## config.mk

```make
export PLATFORM = sky130hd
export DESIGN_NAME = sio_cfg_port
export DESIGN_NICKNAME = d
export VERILOG_FILES = /design/src/rtl/sio_cfg_pkg.sv /design/src/rtl/sio_unlock_fsm.sv /design/src/rtl/sio_dev_bank.sv /design/src/rtl/sio_cfg_port.sv
export SDC_FILE = /design/constraint.sdc
export NUM_CORES = 1
export LEC_CHECK = 0
export ABC_AREA = 1
export BUFFER_PORTS_ARGS = -buffer_cell sky130_fd_sc_hd__buf_2
export CAP_MARGIN = 0
export CELL_PAD_IN_SITES_DETAIL_PLACEMENT = 0
export CELL_PAD_IN_SITES_GLOBAL_PLACEMENT = 1
export CORE_MARGIN = 10
export CORE_UTILIZATION = 41
export CTS_CLUSTER_SIZE = 12
export DETAILED_ROUTE_END_ITERATION = 10
export PLACE_DENSITY_LB_ADDON = 0.05
export SLEW_MARGIN = 20
export SYNTH_ARGS = -nofsm -noshare
export SYNTH_HDL_FRONTEND = slang
export SYNTH_HIERARCHICAL = 1
export SYNTH_SLANG_ARGS = --single-unit
```

## constraint.sdc

```tcl
create_clock -name clk -period 3.6 [get_ports clk]
set_input_delay 0.18 -clock clk [delete_from_list [all_inputs] [get_ports clk]]
set_output_delay 0.18 -clock clk [all_outputs]
set_load 0.005 [all_outputs]
```

## src/rtl/sio_cfg_pkg.sv

```systemverilog
// Shared constants for the configuration port: key bytes, fixed register
// indices and exit command. Assumes an 8-bit host data path.
package sio_cfg_pkg;
    localparam int KEY_LEN = 4;
    localparam int KEY_W   = $clog2(KEY_LEN);

    localparam logic [7:0] IDX_EXIT  = 8'h02;
    localparam logic [7:0] VAL_EXIT  = 8'h02;
    localparam logic [7:0] IDX_LDN   = 8'h07;
    localparam logic [7:0] IDX_ID_HI = 8'h20;
    localparam logic [7:0] IDX_ID_LO = 8'h21;
    localparam logic [7:0] IDX_REV   = 8'h22;
    localparam logic [7:0] LOCK_READ = 8'hFF;

    // Returns the expected key byte for a given match position.
    function automatic logic [7:0] key_byte(input logic [KEY_W-1:0] pos);
        case (pos)
            2'd0:    key_byte = 8'h87;
            2'd1:    key_byte = 8'h01;
            default: key_byte = 8'h55;
        endcase
    endfunction
endpackage

```

## src/rtl/sio_unlock_fsm.sv

```systemverilog
// Key matcher and lock state. Watches index-port writes while locked and
// unlocks after the full key; relocks on an exit request from the decoder.
// Assumes key_wr and exit_req are single-cycle qualified strobes.
module sio_unlock_fsm
    import sio_cfg_pkg::*;
(
    input  logic       clk,
    input  logic       rst_n,
    input  logic       key_wr,
    input  logic [7:0] key_data,
    input  logic       exit_req,
    output logic       unlocked
);
    logic [KEY_W-1:0] step_q;
    logic             last_step;

    assign last_step = (step_q == KEY_W'(KEY_LEN - 1));

    // Advance, restart or clear the matcher and hold the lock state.
    always_ff @(posedge clk) begin
        if (!rst_n) begin
            step_q   <= '0;
            unlocked <= 1'b0;
        end else if (unlocked) begin
            step_q <= '0;
            if (exit_req) unlocked <= 1'b0;
        end else if (key_wr) begin
            if (key_data == key_byte(step_q)) begin
                if (last_step) begin
                    unlocked <= 1'b1;
                    step_q   <= '0;
                end else begin
                    step_q <= step_q + KEY_W'(1);
                end
            end else if (key_data == key_byte('0)) begin
                step_q <= KEY_W'(1);
            end else begin
                step_q <= '0;
            end
        end
    end
endmodule

```

## src/rtl/sio_dev_bank.sv

```systemverilog
// Per-device register storage: NUM_DEV banks of WIN bytes, written one byte
// at a time. Assumes dev_sel and reg_sel are in range whenever wr_en is high.
module sio_dev_bank #(
    parameter int NUM_DEV = 4,
    parameter int WIN     = 16,
    localparam int DEV_W  = $clog2(NUM_DEV),
    localparam int REG_W  = $clog2(WIN)
) (
    input  logic                      clk,
    input  logic                      rst_n,
    input  logic                      wr_en,
    input  logic [DEV_W-1:0]          dev_sel,
    input  logic [REG_W-1:0]          reg_sel,
    input  logic [7:0]                wdata,
    output logic [NUM_DEV*WIN*8-1:0]  regs_flat
);
    for (genvar d = 0; d < NUM_DEV; d++) begin : g_dev
        for (genvar r = 0; r < WIN; r++) begin : g_reg
            logic [7:0] byte_q;
            // Store one device register byte when addressed.
            always_ff @(posedge clk) begin
                if (!rst_n)
                    byte_q <= 8'h00;
                else if (wr_en && dev_sel == DEV_W'(d) && reg_sel == REG_W'(r))
                    byte_q <= wdata;
            end
            assign regs_flat[(d*WIN + r)*8 +: 8] = byte_q;
        end
    end
endmodule

```

## src/rtl/sio_cfg_port.sv

```systemverilog
// Index/data configuration port. Decodes host strobes, holds the index and
// device-number registers, returns registered read data and exports all
// device banks. Assumes bus_wr and bus_rd are never high in the same cycle.
module sio_cfg_port
    import sio_cfg_pkg::*;
#(
    parameter int          NUM_DEV  = 4,
    parameter int          WIN      = 16,
    parameter logic [7:0]  WIN_BASE = 8'h70,
    parameter logic [15:0] CHIP_ID  = 16'h8A5C,
    parameter logic [7:0]  CHIP_REV = 8'h03
) (
    input  logic                      clk,
    input  logic                      rst_n,
    input  logic                      bus_wr,
    input  logic                      bus_rd,
    input  logic                      bus_sel,
    input  logic [7:0]                bus_wdata,
    output logic [7:0]                bus_rdata,
    output logic                      cfg_mode,
    output logic [7:0]                ldn_out,
    output logic [NUM_DEV*WIN*8-1:0]  dev_cfg_flat
);
    localparam int DEV_W = $clog2(NUM_DEV);
    localparam int REG_W = $clog2(WIN);

    logic [7:0] index_q;
    logic [7:0] ldn_q;
    logic [7:0] win_off;
    logic       in_win;
    logic       ldn_ok;
    logic       idx_wr;
    logic       data_wr;
    logic       exit_req;
    logic       bank_wr;
    logic [7:0] rd_val;

    assign idx_wr   = bus_wr && !bus_sel;
    assign data_wr  = bus_wr && bus_sel && cfg_mode;
    assign win_off  = index_q - WIN_BASE;
    assign in_win   = (win_off < 8'(WIN));
    assign ldn_ok   = (ldn_q < 8'(NUM_DEV));
    assign exit_req = data_wr && index_q == IDX_EXIT && bus_wdata == VAL_EXIT;
    assign bank_wr  = data_wr && in_win && ldn_ok;
    assign ldn_out  = ldn_q;

    sio_unlock_fsm u_lock (
        .clk      (clk),
        .rst_n    (rst_n),
        .key_wr   (idx_wr),
        .key_data (bus_wdata),
        .exit_req (exit_req),
        .unlocked (cfg_mode)
    );

    sio_dev_bank #(.NUM_DEV(NUM_DEV), .WIN(WIN)) u_bank (
        .clk       (clk),
        .rst_n     (rst_n),
        .wr_en     (bank_wr),
        .dev_sel   (ldn_q[DEV_W-1:0]),
        .reg_sel   (win_off[REG_W-1:0]),
        .wdata     (bus_wdata),
        .regs_flat (dev_cfg_flat)
    );

    // Capture the register index on unlocked index-port writes.
    always_ff @(posedge clk) begin
        if (!rst_n)                  index_q <= 8'h00;
        else if (idx_wr && cfg_mode) index_q <= bus_wdata;
    end

    // Capture the device number on data writes to its index.
    always_ff @(posedge clk) begin
        if (!rst_n)                            ldn_q <= 8'h00;
        else if (data_wr && index_q == IDX_LDN) ldn_q <= bus_wdata;
    end

    // Select the byte that a data-port read returns while unlocked.
    always_comb begin
        rd_val = 8'h00;
        if (in_win)
            rd_val = ldn_ok ? dev_cfg_flat[(int'(ldn_q[DEV_W-1:0])*WIN
                                            + int'(win_off[REG_W-1:0]))*8 +: 8]
                            : LOCK_READ;
        else begin
            case (index_q)
                IDX_LDN:   rd_val = ldn_q;
                IDX_ID_HI: rd_val = CHIP_ID[15:8];
                IDX_ID_LO: rd_val = CHIP_ID[7:0];
                IDX_REV:   rd_val = CHIP_REV;
                default:   rd_val = 8'h00;
            endcase
        end
    end

    // Register the read result on each read strobe.
    always_ff @(posedge clk) begin
        if (!rst_n)         bus_rdata <= 8'h00;
        else if (bus_rd) begin
            if (!cfg_mode)    bus_rdata <= LOCK_READ;
            else if (bus_sel) bus_rdata <= rd_val;
            else              bus_rdata <= index_q;
        end
    end
endmodule

```

==> flow_summary.toml <==
[cts]
clk_pin_slew_ps = 60
htreeDepth = 2
root_buffer = "clkbuf_16"
cts_sinks = 539
cts_setup_buffers = 0
cts_inserted_buffers = 61
tritoncts = "done"
clkLatencyLatePin_ps = 650
clockBufferDepth = 3

[place]
dp_slack_ps = 581.9
gp_congestion = 0.9895
dp_hpwl_mm = 96.42
placed_area_um2 = 29830
io_buffers = 541

[layout]
layout-drive-gt1-share = 0.1758
final_nets = 4621
postLayoutCellArea_um2 = 32020
num-fill-cells = 6789
area_delta_synth_final_pct = 22.95
diodes = 0

[critical_path]
worstPathMaxFanout = 23
crit_required_ps = 4130
crit_type = "reg -> reg"
rrSetupSlack_ps = 50
r2r-start = "index_q[1]$_SDFFE_PN0P_"
end_kind = "flop"
arrival_ps = 4080
timing.rr.end = "bus_rdata[3]$_SDFFE_PN0P_"
reg2reg_depth = 17
critPathLaunchType = "flop"

[synthesis]
synth_area_um2 = 26040
yosysWarnings = 6
seq_area_frac_synth = 0.4143
syn_nets = 4174
syn_avg_cell_area_um2 = 6.267
synth_cell_type_count = 41
synth-seq-cells = 539
syn_inst = 4156

[route]
drt_iter0_drc = 4232
antenna_left = 0
detail_route.wl_per_cell_um = 25.19
wl_mm = 138.5
drt_pass1_iterations = 7
drc_errors = 0
drt-vias-per-instance = 5.526
vias = 30389

[timing]
finalWorstSetupSlack_ps = 54.39
whs_ps = 87.32
slew_viol_final = 0
timing.final.crit_share = 0.9849
worstMarginPinSlew_ps = 1137
finalHoldViolations = 0
rsz0062_at_grt = "false"
fin_skew_ps = 20.76
fmax_mhz = 282.0
tns_ps = 0
fin_crit_ps = 3546
relSlewSlack = 0.2403
setup_viol = 0

[global_route]
grt_overflow = 0
antenna_found_initial = 2
grt_pass1_wl_mm = 199.3
track_usage = 0.3568
grt_start_max_net_pins = 121
grt_pass1_vias = 27649

[die]
dieHeight_um = 272.0
start_util = 0.4136
coreArea_um2 = 62970
fp.dieW_um = 272.0
die_area_um2 = 74000
rows = 92
io-pin-count = 542

[run_status]
outcome = "finished, final reports clean"

[hold_path]
min_delay_worst_endpoint = "u_bank/g_dev[1].g_reg[13].byte_q[4]$_SDFFE_PN0P_"
min_path_type = "in -> reg"
min_path_cells = 3
min_from = "rst_n"

[power_and_ir_drop]
power_mw = 13.03
power.density_nw_per_um2 = 406.8
cellLeakagePower_nw = 14.65
vdd_ir_drop_max_mv = 0.4330

[job]
drv_cap = 0
how the worst max path moves through the flow:
stage,start,to,slack (ps)
after floorplan,index_q[4]$_SDFFE_PN0P_,u_bank/g_dev[0].g_reg[10].byte_q[0]$_SDFFE_PN0P_,1310
after global placement,index_q[1]$_SDFFE_PN0P_,bus_rdata[2]$_SDFFE_PN0P_,640
after detailed placement,index_q[1]$_SDFFE_PN0P_,bus_rdata[2]$_SDFFE_PN0P_,580
after CTS,index_q[1]$_SDFFE_PN0P_,bus_rdata[3]$_SDFFE_PN0P_,190
after global routing,index_q[0]$_SDFFE_PN0P_,bus_rdata[3]$_SDFFE_PN0P_,9
final,index_q[1]$_SDFFE_PN0P_,bus_rdata[3]$_SDFFE_PN0P_,50
kinds of logic after synthesis:
kind of cell    after synthesis  share of synthesized area
flops                       539                     0.4143
fa+ha+maj                     5                   0.002402
compound gates              162                    0.03704
simple gates               3088                     0.4850
buf+inv                     362                    0.06121
power breakdown:
part           switching, mW  internal, mW  total [mW]
Clock                   2.70          3.83        6.54
Sequential           0.00770          5.97        5.98
Combinational          0.386         0.125       0.512
through the flow:
step / instances / utilization
6_report: 5499 / 0.5086
5_1_grt: 5499 / 0.5086
4_1_cts: 5499 / 0.5086
3_5_place_dp: 5374 / 0.4737
3_3_place_gp: 5374 / 0.4737
2_1_floorplan: 4156 / -
worst max-delay path, cell delays in order (launching register included):
cell and delay, ps:
dfxtp_2 590, buf_4 390, nor2_8 150, buf_12 190, buf_12 170, nand2_1 70
nand2_1 110, nor2_1 250, nor2_1 70, nor2_1 320, nand2_1 90, nand3_1 80
nand3_1 110, nand2_1 80, nand2_1 50, nand2_1 50, a21oi_1 50, dlygate4sd3_1 560
synth_stat cells, drive strengths merged:
library cell	n	area [um^2]
nand3	588	2960
o211ai	12	90.09
dfxtp	539	10790
nor4b	1	8.760
nor2	1191	4528
nand4	64	400.4
a31oi	1	6.260
a21o	3	22.52
buf	171	869.6
o21ai	37	185.2
or4	1	7.510
o21a	1	7.510
inv	64	247.7
a41oi	3	26.28
a21oi	67	335.3
and2	1	6.260
nor3	2	10.01
a22oi	27	202.7
o22ai	3	18.77
a22o	7	61.31
o32ai	1	8.760
clkbuf	126	473.0
nor4	2	18.77
clkinv	1	3.750
ha	5	62.56
nand3b	8	60.06
nand2	1230	4632
metal layers:
layer  vias up  part of all wire  GRT usage
li1      14105                 -          -
met1     14321              0.40     0.4626
met2      1691              0.44     0.5547
met3       272              0.11    0.08912
met4         0             0.048     0.1569
met5         -                 0          0
final cells by class:
cell class	count	area (um^2)	area share
Clock buffer	98	1918	0.05990
Clock inverter	15	157.7	0.004923
Inverter	65	262.8	0.008205
Multi-Input combinational cell	3255	13740	0.4291
Sequential cell	539	10800	0.3372
Tap cell	846	1059	0.03306
Timing Repair Buffer	681	4086	0.1276
registers in the layout, summed over array words and instances (netlist names):
register	flops
bus_rdata	8
index_q	8
ldn_out	8
u_bank/g_dev.g.byte_q	512
u_lock/step_q	2
u_lock/unlocked	1
layout by cell type (no fill, tap or decap), types with 5 or more instances in the layout:
cell type / synthesis / final
clkbuf_1: 126 / 14
nand2_1: 1226 / 1226
o21ai_0: 36 / 36
buf_12: 0 / 23
dlygate4sd3_1: 0 / 12
nand3b_1: 8 / 8
nor2_2: 1 / 13
a22oi_1: 27 / 27
ha_1: 5 / 5
nand3_1: 586 / 586
a21oi_1: 67 / 67
buf_2: 71 / 540
nor2_1: 1185 / 1166
clkbuf_16: 0 / 63
dfxtp_1: 539 / 536
o211ai_1: 12 / 12
nand4_1: 64 / 64
a22o_1: 7 / 7
nor2_4: 3 / 10
clkinv_2: 0 / 19
clkbuf_8: 0 / 21
inv_1: 50 / 49
buf_4: 23 / 105
repair_timing:
item,4_1_cts,5_1_grt
endpoints found under the hold margin,23,0
hold buffers,12,0
gates resized for setup,0,0
Power figures use the tool's default switching activity.
